<file path="src/rtl/irqc_pkg.sv">
package irqc_pkg;
  localparam int ADDR_W = 6;

  typedef enum logic [ADDR_W-1:0] {
    REG_RAW    = 6'h00,
    REG_MASKED = 6'h01,
    REG_ENABLE = 6'h02,
    REG_POL    = 6'h03,
    REG_TRIG   = 6'h04,
    REG_ASYNC  = 6'h05,
    REG_ROUTE  = 6'h06,
    REG_BASE   = 6'h07,
    REG_VECTOR = 6'h08
  } reg_addr_e;

  // priority fields occupy a window starting here, one word per source
  localparam logic [ADDR_W-1:0] PRIO_WIN = 6'h20;
endpackage

</file>
<file path="src/rtl/irqc_src_cell.sv">
module irqc_src_cell (
  input  logic clk,
  input  logic rst,
  input  logic irq,
  input  logic pol_hi,
  input  logic edge_mode,
  input  logic async_mode,
  input  logic clr,
  output logic act,
  output logic stat
);
  logic ff1, ff2, prev_q, sig, rise;

  always_ff @(posedge clk) begin
    if (rst) begin
      ff1    <= 1'b0;
      ff2    <= 1'b0;
      prev_q <= 1'b0;
    end else begin
      ff1    <= irq;
      ff2    <= ff1;
      prev_q <= act;
    end
  end

  assign sig  = async_mode ? ff2 : ff1;
  assign act  = pol_hi ? sig : ~sig;
  assign rise = act & ~prev_q;

  always_ff @(posedge clk) begin
    if (rst)            stat <= 1'b0;
    else if (edge_mode) stat <= rise | (stat & ~clr);  // a new edge beats a clear
    else                stat <= act;
  end
endmodule

</file>
<file path="src/rtl/irqc_prio_pick.sv">
module irqc_prio_pick #(
  parameter int N  = 29,
  parameter int PW = 5,
  localparam int IW = (N > 1) ? $clog2(N) : 1
) (
  input  logic [N-1:0]    req,
  input  logic [N*PW-1:0] prio,
  output logic            any,
  output logic [IW-1:0]   idx
);
  logic [PW-1:0] best_p;

  always_comb begin
    any    = 1'b0;
    idx    = '0;
    best_p = '1;
    // ascending scan with strict compare: equal values keep the lower index
    for (int i = 0; i < N; i++) begin
      if (req[i] && (!any || prio[i*PW +: PW] < best_p)) begin
        any    = 1'b1;
        idx    = IW'(i);
        best_p = prio[i*PW +: PW];
      end
    end
  end
endmodule

</file>
<file path="src/rtl/irqc_top.sv">
module irqc_top
  import irqc_pkg::*;
#(
  parameter int N_SRC = 29,
  parameter int DW    = 32,
  parameter int PW    = 5,
  localparam int IW   = (N_SRC > 1) ? $clog2(N_SRC) : 1
) (
  input  logic              clk,
  input  logic              rst,
  input  logic [N_SRC-1:0]  irq_in,
  input  logic              bus_en,
  input  logic              bus_we,
  input  logic [ADDR_W-1:0] bus_addr,
  input  logic [DW-1:0]     bus_wdata,
  output logic [DW-1:0]     bus_rdata,
  output logic              crit_irq,
  output logic              norm_irq,
  output logic [DW-1:0]     vector
);
  logic [N_SRC-1:0] en_q, pol_q, trig_q, async_q, route_q;
  logic [DW-1:0]    base_q;
  logic [PW-1:0]    prio_q [N_SRC];
  logic [N_SRC*PW-1:0] prio_flat;
  logic [N_SRC-1:0] stat_raw, act_vec, clr_vec, masked, norm_req;
  logic             wr, rd, pick_any;
  logic [IW-1:0]    pick_idx;
  logic [DW-1:0]    vec_next;

  assign wr = bus_en & bus_we;
  assign rd = bus_en & ~bus_we;
  assign clr_vec = (wr && bus_addr == REG_RAW) ? bus_wdata[N_SRC-1:0] : '0;

  always_ff @(posedge clk) begin
    if (rst) begin
      en_q    <= '0;
      pol_q   <= '1;
      trig_q  <= '0;
      async_q <= '0;
      route_q <= '0;
      base_q  <= '0;
    end else if (wr) begin
      case (bus_addr)
        REG_ENABLE: en_q    <= bus_wdata[N_SRC-1:0];
        REG_POL:    pol_q   <= bus_wdata[N_SRC-1:0];
        REG_TRIG:   trig_q  <= bus_wdata[N_SRC-1:0];
        REG_ASYNC:  async_q <= bus_wdata[N_SRC-1:0];
        REG_ROUTE:  route_q <= bus_wdata[N_SRC-1:0];
        REG_BASE:   base_q  <= bus_wdata;
        default: ;
      endcase
    end
  end

  genvar g;
  generate
    for (g = 0; g < N_SRC; g++) begin : g_src
      always_ff @(posedge clk) begin
        if (rst)
          prio_q[g] <= '0;
        else if (wr && bus_addr == (PRIO_WIN + ADDR_W'(g)))
          prio_q[g] <= bus_wdata[PW-1:0];
      end
      assign prio_flat[g*PW +: PW] = prio_q[g];

      irqc_src_cell u_cell (
        .clk        (clk),
        .rst        (rst),
        .irq        (irq_in[g]),
        .pol_hi     (pol_q[g]),
        .edge_mode  (trig_q[g]),
        .async_mode (async_q[g]),
        .clr        (clr_vec[g]),
        .act        (act_vec[g]),
        .stat       (stat_raw[g])
      );
    end
  endgenerate

  assign masked   = stat_raw & en_q;
  assign norm_req = masked & ~route_q;

  irqc_prio_pick #(.N(N_SRC), .PW(PW)) u_pick (
    .req  (norm_req),
    .prio (prio_flat),
    .any  (pick_any),
    .idx  (pick_idx)
  );

  assign vec_next = pick_any ? base_q + (DW'(pick_idx) << 2) : base_q;

  always_ff @(posedge clk) begin
    if (rst) begin
      crit_irq <= 1'b0;
      norm_irq <= 1'b0;
      vector   <= '0;
    end else begin
      crit_irq <= |(masked & route_q);
      norm_irq <= pick_any;
      vector   <= vec_next;
    end
  end

  // registered read port
  always_ff @(posedge clk) begin
    if (rst) begin
      bus_rdata <= '0;
    end else if (rd) begin
      bus_rdata <= '0;
      if (bus_addr >= PRIO_WIN && bus_addr < PRIO_WIN + ADDR_W'(N_SRC)) begin
        bus_rdata[PW-1:0] <= prio_q[bus_addr - PRIO_WIN];
      end else begin
        case (bus_addr)
          REG_RAW:    bus_rdata[N_SRC-1:0] <= stat_raw;
          REG_MASKED: bus_rdata[N_SRC-1:0] <= masked;
          REG_ENABLE: bus_rdata[N_SRC-1:0] <= en_q;
          REG_POL:    bus_rdata[N_SRC-1:0] <= pol_q;
          REG_TRIG:   bus_rdata[N_SRC-1:0] <= trig_q;
          REG_ASYNC:  bus_rdata[N_SRC-1:0] <= async_q;
          REG_ROUTE:  bus_rdata[N_SRC-1:0] <= route_q;
          REG_BASE:   bus_rdata <= base_q;
          REG_VECTOR: bus_rdata <= vector;
          default: ;
        endcase
      end
    end
  end
endmodule

</file>
<file path="config.mk">
export PLATFORM = sky130hd
export DESIGN_NAME = irqc_top
export DESIGN_NICKNAME = d
export VERILOG_FILES = /design/src/rtl/irqc_pkg.sv /design/src/rtl/irqc_src_cell.sv /design/src/rtl/irqc_prio_pick.sv /design/src/rtl/irqc_top.sv
export SDC_FILE = /design/constraint.sdc
export NUM_CORES = 1
export LEC_CHECK = 0
export BUFFER_PORTS_ARGS = -buffer_cell sky130_fd_sc_hd__buf_4
export CAP_MARGIN = 20
export CORE_MARGIN = 8
export CORE_UTILIZATION = 45
export DETAILED_ROUTE_END_ITERATION = 8
export HOLD_SLACK_MARGIN = 0.1
export SYNTH_ARGS = -nofsm -noshare
export SYNTH_HDL_FRONTEND = slang
export SYNTH_SLANG_ARGS = --single-unit
</file>
<file path="constraint.sdc">
create_clock -name clk -period 61.5 [get_ports clk]
set_clock_uncertainty 0.1 [all_clocks]
set_input_delay 9.225 -clock clk [delete_from_list [all_inputs] [get_ports clk]]
set_output_delay 9.225 -clock clk [all_outputs]
set_load 0.01 [all_outputs]
</file>
==> results.yml, run 1 <==
logic_synthesis:
  syn_area_um2: 29200
  synthDistinctLibCells: 124
  synth_cells: 3357
  postSynth.topFlopCell: "sky130_fd_sc_hd__dfxtp_1"
  syn_area_per_cell_um2: 8.71
  yosysWarnings: 0
  syn_nets: 3494
  synth_seq_cells: 504
  count_of_flip_flops_with_a_built_in_enable_after_synthesis: 145
  async_flop_share_pct: 0
  seq_area_frac_synth_pct: 39.5
floorplan:
  die_footprint_um2: 73400
  io_pins: 137
  floorplan.core_area_um2: 64300
  die_h_um: 271
  rows: 93
  die_width_um: 271
  start_util_pct: 45.4
power_and_ir_drop:
  leakage_uw: 0.0124
  cellPowerDensity_nw_per_um2: 23.2
  ir_worst_vdd_uv: 23.5
  post-layout-total-power_uw: 761
run_status:
  status: "finished, final reports clean"
grt:
  track_usage_pct: 26.7
  first_global_vias: 25259
  wire_length_of_the_first_global_routing_pass_um: 155000
  pin_count_of_the_biggest_net_entering_global_routing: 117
  grt_overflow: 0
  antenna_violations_before_repair: 4
clock_network:
  clkSlewWorstSetupHoldPaths_ns: 0.06
  postCtsResizedCells: 0
  clock_insertion_delay_worst_skew_ns: 0.64
  post_cts_hold_buffers: 0
  cts_max_path_buffers: 3
  cts_setup_buffers: 0
  htreeDepth: 2
  tritoncts: "done"
  cts_made_buffers: 56
  cts_sinks: 504
  cts.root.buffer_cell: "sky130_fd_sc_hd__clkbuf_16"
finish:
  synthToLayoutAreaGrowth_pct: 12.1
  final_cell_mix: "sky130_fd_sc_hd__nand2_1 (561), sky130_fd_sc_hd__dfxtp_1 (359), sky130_fd_sc_hd__a21oi_1 (276), sky130_fd_sc_hd__nor2_1 (247), sky130_fd_sc_hd__and2_1 (166)"
  nets: 3526
  layout.cells.most_common: "sky130_fd_sc_hd__nand2_1"
  utilization_of_the_core_after_routing_pct: 50.9
  fillers: 5918
  layout-drive-gt1-share_pct: 12.5
critical_path:
  critical_path.endpoint_type: "flip-flop"
  critical_path_max_stage_delay_ns: 0.68
  worstPathRequired_ns: 61.89
  worst_endpoint_data_arrival_time_ns: 52.18
  worst_r2r_path_depth: 240
  start_kind: "flip-flop"
  critical_path_peak_fanout: 14
  critPathMostFrequentCell: "sky130_fd_sc_hd__ha_1"
  cp_slowest_cell: "sky130_fd_sc_hd__nor4_4"
  timing.setup.critical_path_class: "reg -> reg"
routing:
  routed_via_density: 6.18
  drt_wl_total_um: 103000
  drt-initial-drc-count: 3099
  drc_errors: 0
  detailed_route_via_count: 26514
  detail-route-antenna-nets: 0
  detail_route.wl_per_cell_um: 24.0
  dr.pass1.iters: 9
timing:
  slew_violations: 0
  setup_viol: 0
  worstMarginPinSlew_ns: 1.12
  maxSlewHeadroom_pct: 25.2
  fin_worst_hold_slack_ns: 0.365
  achievable-frequency_mhz: 19.3
  final-hold-violation-count: 0
  grt_setup_unrepaired: "false"
  post-route-period-util_pct: 84.2
  post-route-min-period_ns: 51.79
  finalSetupTns_ns: 0
min_path:
  hold_wc_path_type: "reg -> reg"
  hold_depth: 1
placed_design:
  post-dp-hpwl_um: 70600
  place.gp.congestion: 0.952
  port_buffers: 136
flow_run:
  max-cap-violations: 0
## power breakdown
group | internal [uW] | switching [uW]
clock network | 199 | 148
logic | 20.2 | 31.7
registers | 351 | 11.3
total | 570 | 191
## worst max-delay path: cells and delay by family, from the launching register on
family                   cells  cell delay, ns
buffers and inverters       20            1.49
adder cells (fa/ha/maj)     30            8.30
AND/OR/NAND/NOR             76           14.16
XOR/XNOR                     1            0.15
flip-flops                   1            0.44
AO/OA/AOI/OAI               95           21.19
multiplexers                18            5.72
## sequential cells by signal, indices dropped and copies added, names as in the netlist
name / count
prio_q: 145
base_q: 32
bus_rdata: 32
vector: 32
async_q: 29
en_q: 29
g_src.u_cell.ff1: 29
g_src.u_cell.ff2: 29
g_src.u_cell.prev_q: 29
g_src.u_cell.stat: 29
pol_q: 29
route_q: 29
trig_q: 29
crit_irq: 1
norm_irq: 1
## synthesized netlist by cell type (32+ instances only)
master	instances	area (um^2)
sky130_fd_sc_hd__inv_1	122	458
sky130_fd_sc_hd__dfxtp_1	359	7190
sky130_fd_sc_hd__clkbuf_1	165	619
sky130_fd_sc_hd__ha_1	65	813
sky130_fd_sc_hd__o2111ai_1	34	298
sky130_fd_sc_hd__nand3b_1	49	368
sky130_fd_sc_hd__nor2_1	257	965
sky130_fd_sc_hd__nor2b_1	84	526
sky130_fd_sc_hd__nor3_1	41	205
sky130_fd_sc_hd__xnor2_1	44	385
sky130_fd_sc_hd__nand2_1	567	2130
sky130_fd_sc_hd__a21oi_1	276	1380
sky130_fd_sc_hd__o21ai_0	70	350
sky130_fd_sc_hd__nand3_1	70	350
sky130_fd_sc_hd__a21o_1	39	293
sky130_fd_sc_hd__nand2b_1	33	206
sky130_fd_sc_hd__a22oi_1	94	706
sky130_fd_sc_hd__o21bai_1	36	270
sky130_fd_sc_hd__a211oi_1	33	248
sky130_fd_sc_hd__mux2i_1	70	701
sky130_fd_sc_hd__edfxtp_1	145	4350
sky130_fd_sc_hd__and2_1	166	1040
sky130_fd_sc_hd__mux4_2	43	968
sky130_fd_sc_hd__a222oi_1	32	320
## cell type report
cell class	instances	area, um^2	area share, %
multi-input cells	2549	16600	50.7
flip-flops and latches	504	11500	35.2
clock buffers	75	1620	4.93
repair buffers	156	1180	3.60
well taps	855	1070	3.26
inverters	122	458	1.40
clock inverters	30	307	0.935
diodes	2	5.00	0.0153
## cells by family (layout without fill, tap and decap cells)
logic type,after synthesis,after routing,synth area share (%)
and+or+nand+nor,1405,1405,23.2
AOI/OAI and AO/OA,849,849,20.7
DFF,504,504,39.5
buffers and inverters,304,383,4.04
muxes,153,153,7.33
adders and majority gates,79,79,3.30
xor gates and xnor gates,63,63,1.89
other,0,2,0
## worst paths after layout
| check | start | end | slack (ns) |
|---|---|---|---|
| max | g_src[0].u_cell.stat$_SDFF_PP0_ | vector[31]$_SDFF_PP0_ | 9.71 |
| min | g_src[13].u_cell.ff1$_SDFF_PP0_ | g_src[13].u_cell.ff2$_SDFF_PP0_ | 0.36 |
| max reg2reg | g_src[0].u_cell.stat$_SDFF_PP0_ | vector[31]$_SDFF_PP0_ | 9.71 |
| min reg2reg | g_src[13].u_cell.ff1$_SDFF_PP0_ | g_src[13].u_cell.ff2$_SDFF_PP0_ | 0.36 |
## through the flow
step                worst slack (ns)  cells  cell area (um^2)
floorplan                      16.83   3357             29200
global placement               12.29   4186             30900
detailed placement             10.55   4186             30900
CTS                            10.41   4291             32800
global route                    5.52   4291             32800
finish                          9.71   4293             32800
## metal layers
metal	part of all wire [%]	wire length [um]	vias up	track usage, %
met1	42	43500	12779	35.5
met3	8.5	8740	238	5.04
met4	3.6	3680	6	9.03
li1	-	-	12200	-
met5	0.039	40	-	0
met2	46	46900	1291	43.3
No activity file was read; power rests on OpenSTA's default activity.
==> run 2, diff against run 1 <==
Clock period 61.5 ns to 41.8 ns, I/O delays scaled along.
==> results.yml, run 2 (synthesis results as in run 1) <==
critical_path:
  timing.critical_path.max_delay_family: "compound AO/OA/AOI/OAI gates"
  regToRegEndpoint: "vector[24]$_SDFF_PP0_"
  critical_path.n_buffers_inverters: 46
  timing.setup.critical_path_class: "reg -> reg"
  worst_r2r_path_depth: 252
  worst_endpoint_data_arrival_time_ns: 42.40
  critical_path_max_stage_delay_ns: 0.47
  critPathMostFrequentCell: "sky130_fd_sc_hd__buf_4"
  critical_path_peak_fanout: 6
  worst_r2r_startpoint: "route_q[0]$_SDFFE_PP0P_"
  worstPathRequired_ns: 42.19
  critical_path.endpoint_type: "flip-flop"
  r2r_setup_slack_ns: -0.21
  start_kind: "flip-flop"
  cp_slowest_cell: "sky130_fd_sc_hd__o41a_1"
placed_design:
  postPlaceCellArea_um2: 32200
  place.gp.congestion: 0.939
  post-dp-hpwl_um: 72300
  place_worst_setup_slack_ns: -1.48
  port_buffers: 136
timing:
  post-route-worst-setup-slack_ns: -0.212
  slew_violations: 0
  post-route-period-util_pct: 101
  maxSlewHeadroom_pct: 18.6
  setup_viol: 18
  post-route-min-period_ns: 42.01
  fin_worst_hold_slack_ns: 0.359
  grt_setup_unrepaired: "true"
  achievable-frequency_mhz: 23.8
  final-hold-violation-count: 0
  worstMarginPinSlew_ns: 1.22
run_status:
  status: "complete, but fails checks"
  violations_in_the_final_reports: "negative setup slack"
floorplan:
  die_h_um: 271
  floorplan.core_area_um2: 64300
  io_pins: 137
  start_util_pct: 45.4
  die_footprint_um2: 73400
  rows: 93
  die_width_um: 271
finish:
  fillers: 5620
  nets: 3806
  synthToLayoutAreaGrowth_pct: 24.9
  final_cell_mix: "sky130_fd_sc_hd__nand2_1 (541), sky130_fd_sc_hd__buf_4 (422), sky130_fd_sc_hd__dfxtp_1 (356), sky130_fd_sc_hd__a21oi_1 (250), sky130_fd_sc_hd__nor2_1 (221)"
  register_with_the_most_flip_flops: "prio_q"
  postLayoutCellArea_um2: 36500
  largest_register_ffs: 145
  layout-drive-gt1-share_pct: 25.2
  layout.cells.most_common: "sky130_fd_sc_hd__nand2_1"
min_path:
  hold_wc_path_type: "reg -> reg"
  hold-path-endpoint: "g_src[15].u_cell.stat$_SDFF_PP0_"
  timing.hold.worst.start: "g_src[15].u_cell.prev_q$_SDFF_PP0_"
  hold_depth: 2
grt:
  first_global_vias: 26669
  antenna_violations_before_repair: 0
  grt_use_met2_pct: 45.1
  wire_length_of_the_first_global_routing_pass_um: 162000
  grtUsageMet1_pct: 37.2
  grt_overflow: 0
  pin_count_of_the_biggest_net_entering_global_routing: 258
  use_met3_pct: 4.99
  track_usage_pct: 27.8
  grt_busiest_layer: "met2"
power_and_ir_drop:
  leakage_uw: 0.0138
  post-layout-total-power_uw: 1120
  ir_worst_vdd_uv: 30.6
  cellPowerDensity_nw_per_um2: 30.8
clock_network:
  clock_insertion_delay_worst_skew_ns: 0.65
  post_cts_hold_buffers: 0
  cts_max_path_buffers: 3
  cts.root.buffer_cell: "sky130_fd_sc_hd__clkbuf_16"
  clkSlewWorstSetupHoldPaths_ns: 0.06
  cts_made_buffers: 53
  htreeDepth: 2
  cts_sinks: 504
  tritoncts: "done"
routing:
  detail-route-antenna-nets: 0
  drc_errors: 0
  dr.pass1.iters: 7
  detailed_route_via_count: 27826
  drt-initial-drc-count: 3199
  detail_route.wl_per_cell_um: 23.9
  drt_wl_total_um: 109000
  routed_via_density: 6.09
flow_run:
  max-cap-violations: 0
==> run 2: changes by cell type in the layout (fill, tap and decap cells not counted), moves of 14 or more <==
cell	change
sky130_fd_sc_hd__ha_4	+32
sky130_fd_sc_hd__ha_1	-40
sky130_fd_sc_hd__nand2_1	-20
sky130_fd_sc_hd__buf_4	+267
sky130_fd_sc_hd__buf_6	+15
sky130_fd_sc_hd__a21oi_1	-26
sky130_fd_sc_hd__nor2_4	+17
sky130_fd_sc_hd__inv_1	-18
sky130_fd_sc_hd__o21ai_0	-25
sky130_fd_sc_hd__a21oi_2	+19
sky130_fd_sc_hd__mux2i_1	-14
sky130_fd_sc_hd__inv_2	+14
sky130_fd_sc_hd__nand2_2	+17
sky130_fd_sc_hd__nor2_1	-26
==> run 2: where the power goes <==
group	total (uW)	switching [uW]	internal, uW	leakage, uW
Combinational	84.5	49.7	34.8	0.00859
Sequential	534	18.3	516	0.00429
Clock	506	210	296	0.000920
==> run 2: cell type report <==
type,instances,area [um^2],area share (%)
multi-input cells,2549,18200,49.8
inverters,122,468,1.28
repair buffers,439,3370,9.23
well taps,855,1070,2.93
diodes,1,2.50,0.00685
flip-flops and latches,504,11500,31.6
clock inverters,34,430,1.18
clock buffers,66,1440,3.94
==> run 2: worst reg2reg max path, delay by kind of cell, from the launching register on <==
family                   cells  cell delay (ns)
AND/OR/NAND/NOR             67             9.70
flip-flops                   1             0.32
XOR/XNOR                     1             0.14
AO/OA/AOI/OAI               90            15.10
adder cells (fa/ha/maj)     30             6.89
multiplexers                18             4.68
buffers and inverters       46             4.97
==> run 2: repair_timing <==
item / CTS / global route
setup endpoints to repair: 30 / 30
pin swaps: 69 / 143
setup buffers: 100 / 70
gates resized for setup: 80 / 172
endpoints found under the hold margin: 0 / 0
==> run 2: how the worst max path moves through the flow <==
stage | start | to | slack, ns | cells after the start
after global routing | route_q[0]$_SDFFE_PP0P_ | vector[31]$_SDFF_PP0_ | -2.28 | 251
after floorplan | route_q[0]$_SDFFE_PP0P_ | vector[31]$_SDFF_PP0_ | 0.05 | 250
final | route_q[0]$_SDFFE_PP0P_ | vector[24]$_SDFF_PP0_ | -0.21 | 252
after detailed placement | route_q[0]$_SDFFE_PP0P_ | vector[28]$_SDFF_PP0_ | -1.48 | 237
after CTS | route_q[0]$_SDFFE_PP0P_ | vector[19]$_SDFF_PP0_ | -0.13 | 239
after global placement | route_q[0]$_SDFFE_PP0P_ | vector[28]$_SDFF_PP0_ | -0.19 | 239
==> run 2: metal layers <==
metal  routed length, um  vias up
met4                3850        0
met2               50300     1277
met3                9270      250
met1               45700    13551
met5                   0        -
li1                    -    12748
==> run 2: through the flow <==
| step | util [%] | TNS (ns) | cells |
|---|---|---|---|
| 6_report | 56.7 | -2.05 | 4570 |
| 5_1_grt | 56.7 | -58.97 | 4569 |
| 4_1_cts | 54.7 | -0.895 | 4501 |
| 3_5_place_dp | 50.1 | -32.01 | 4301 |
| 3_3_place_gp | 50.1 | -0.888 | 4301 |
| 2_1_floorplan | - | 0 | 3357 |
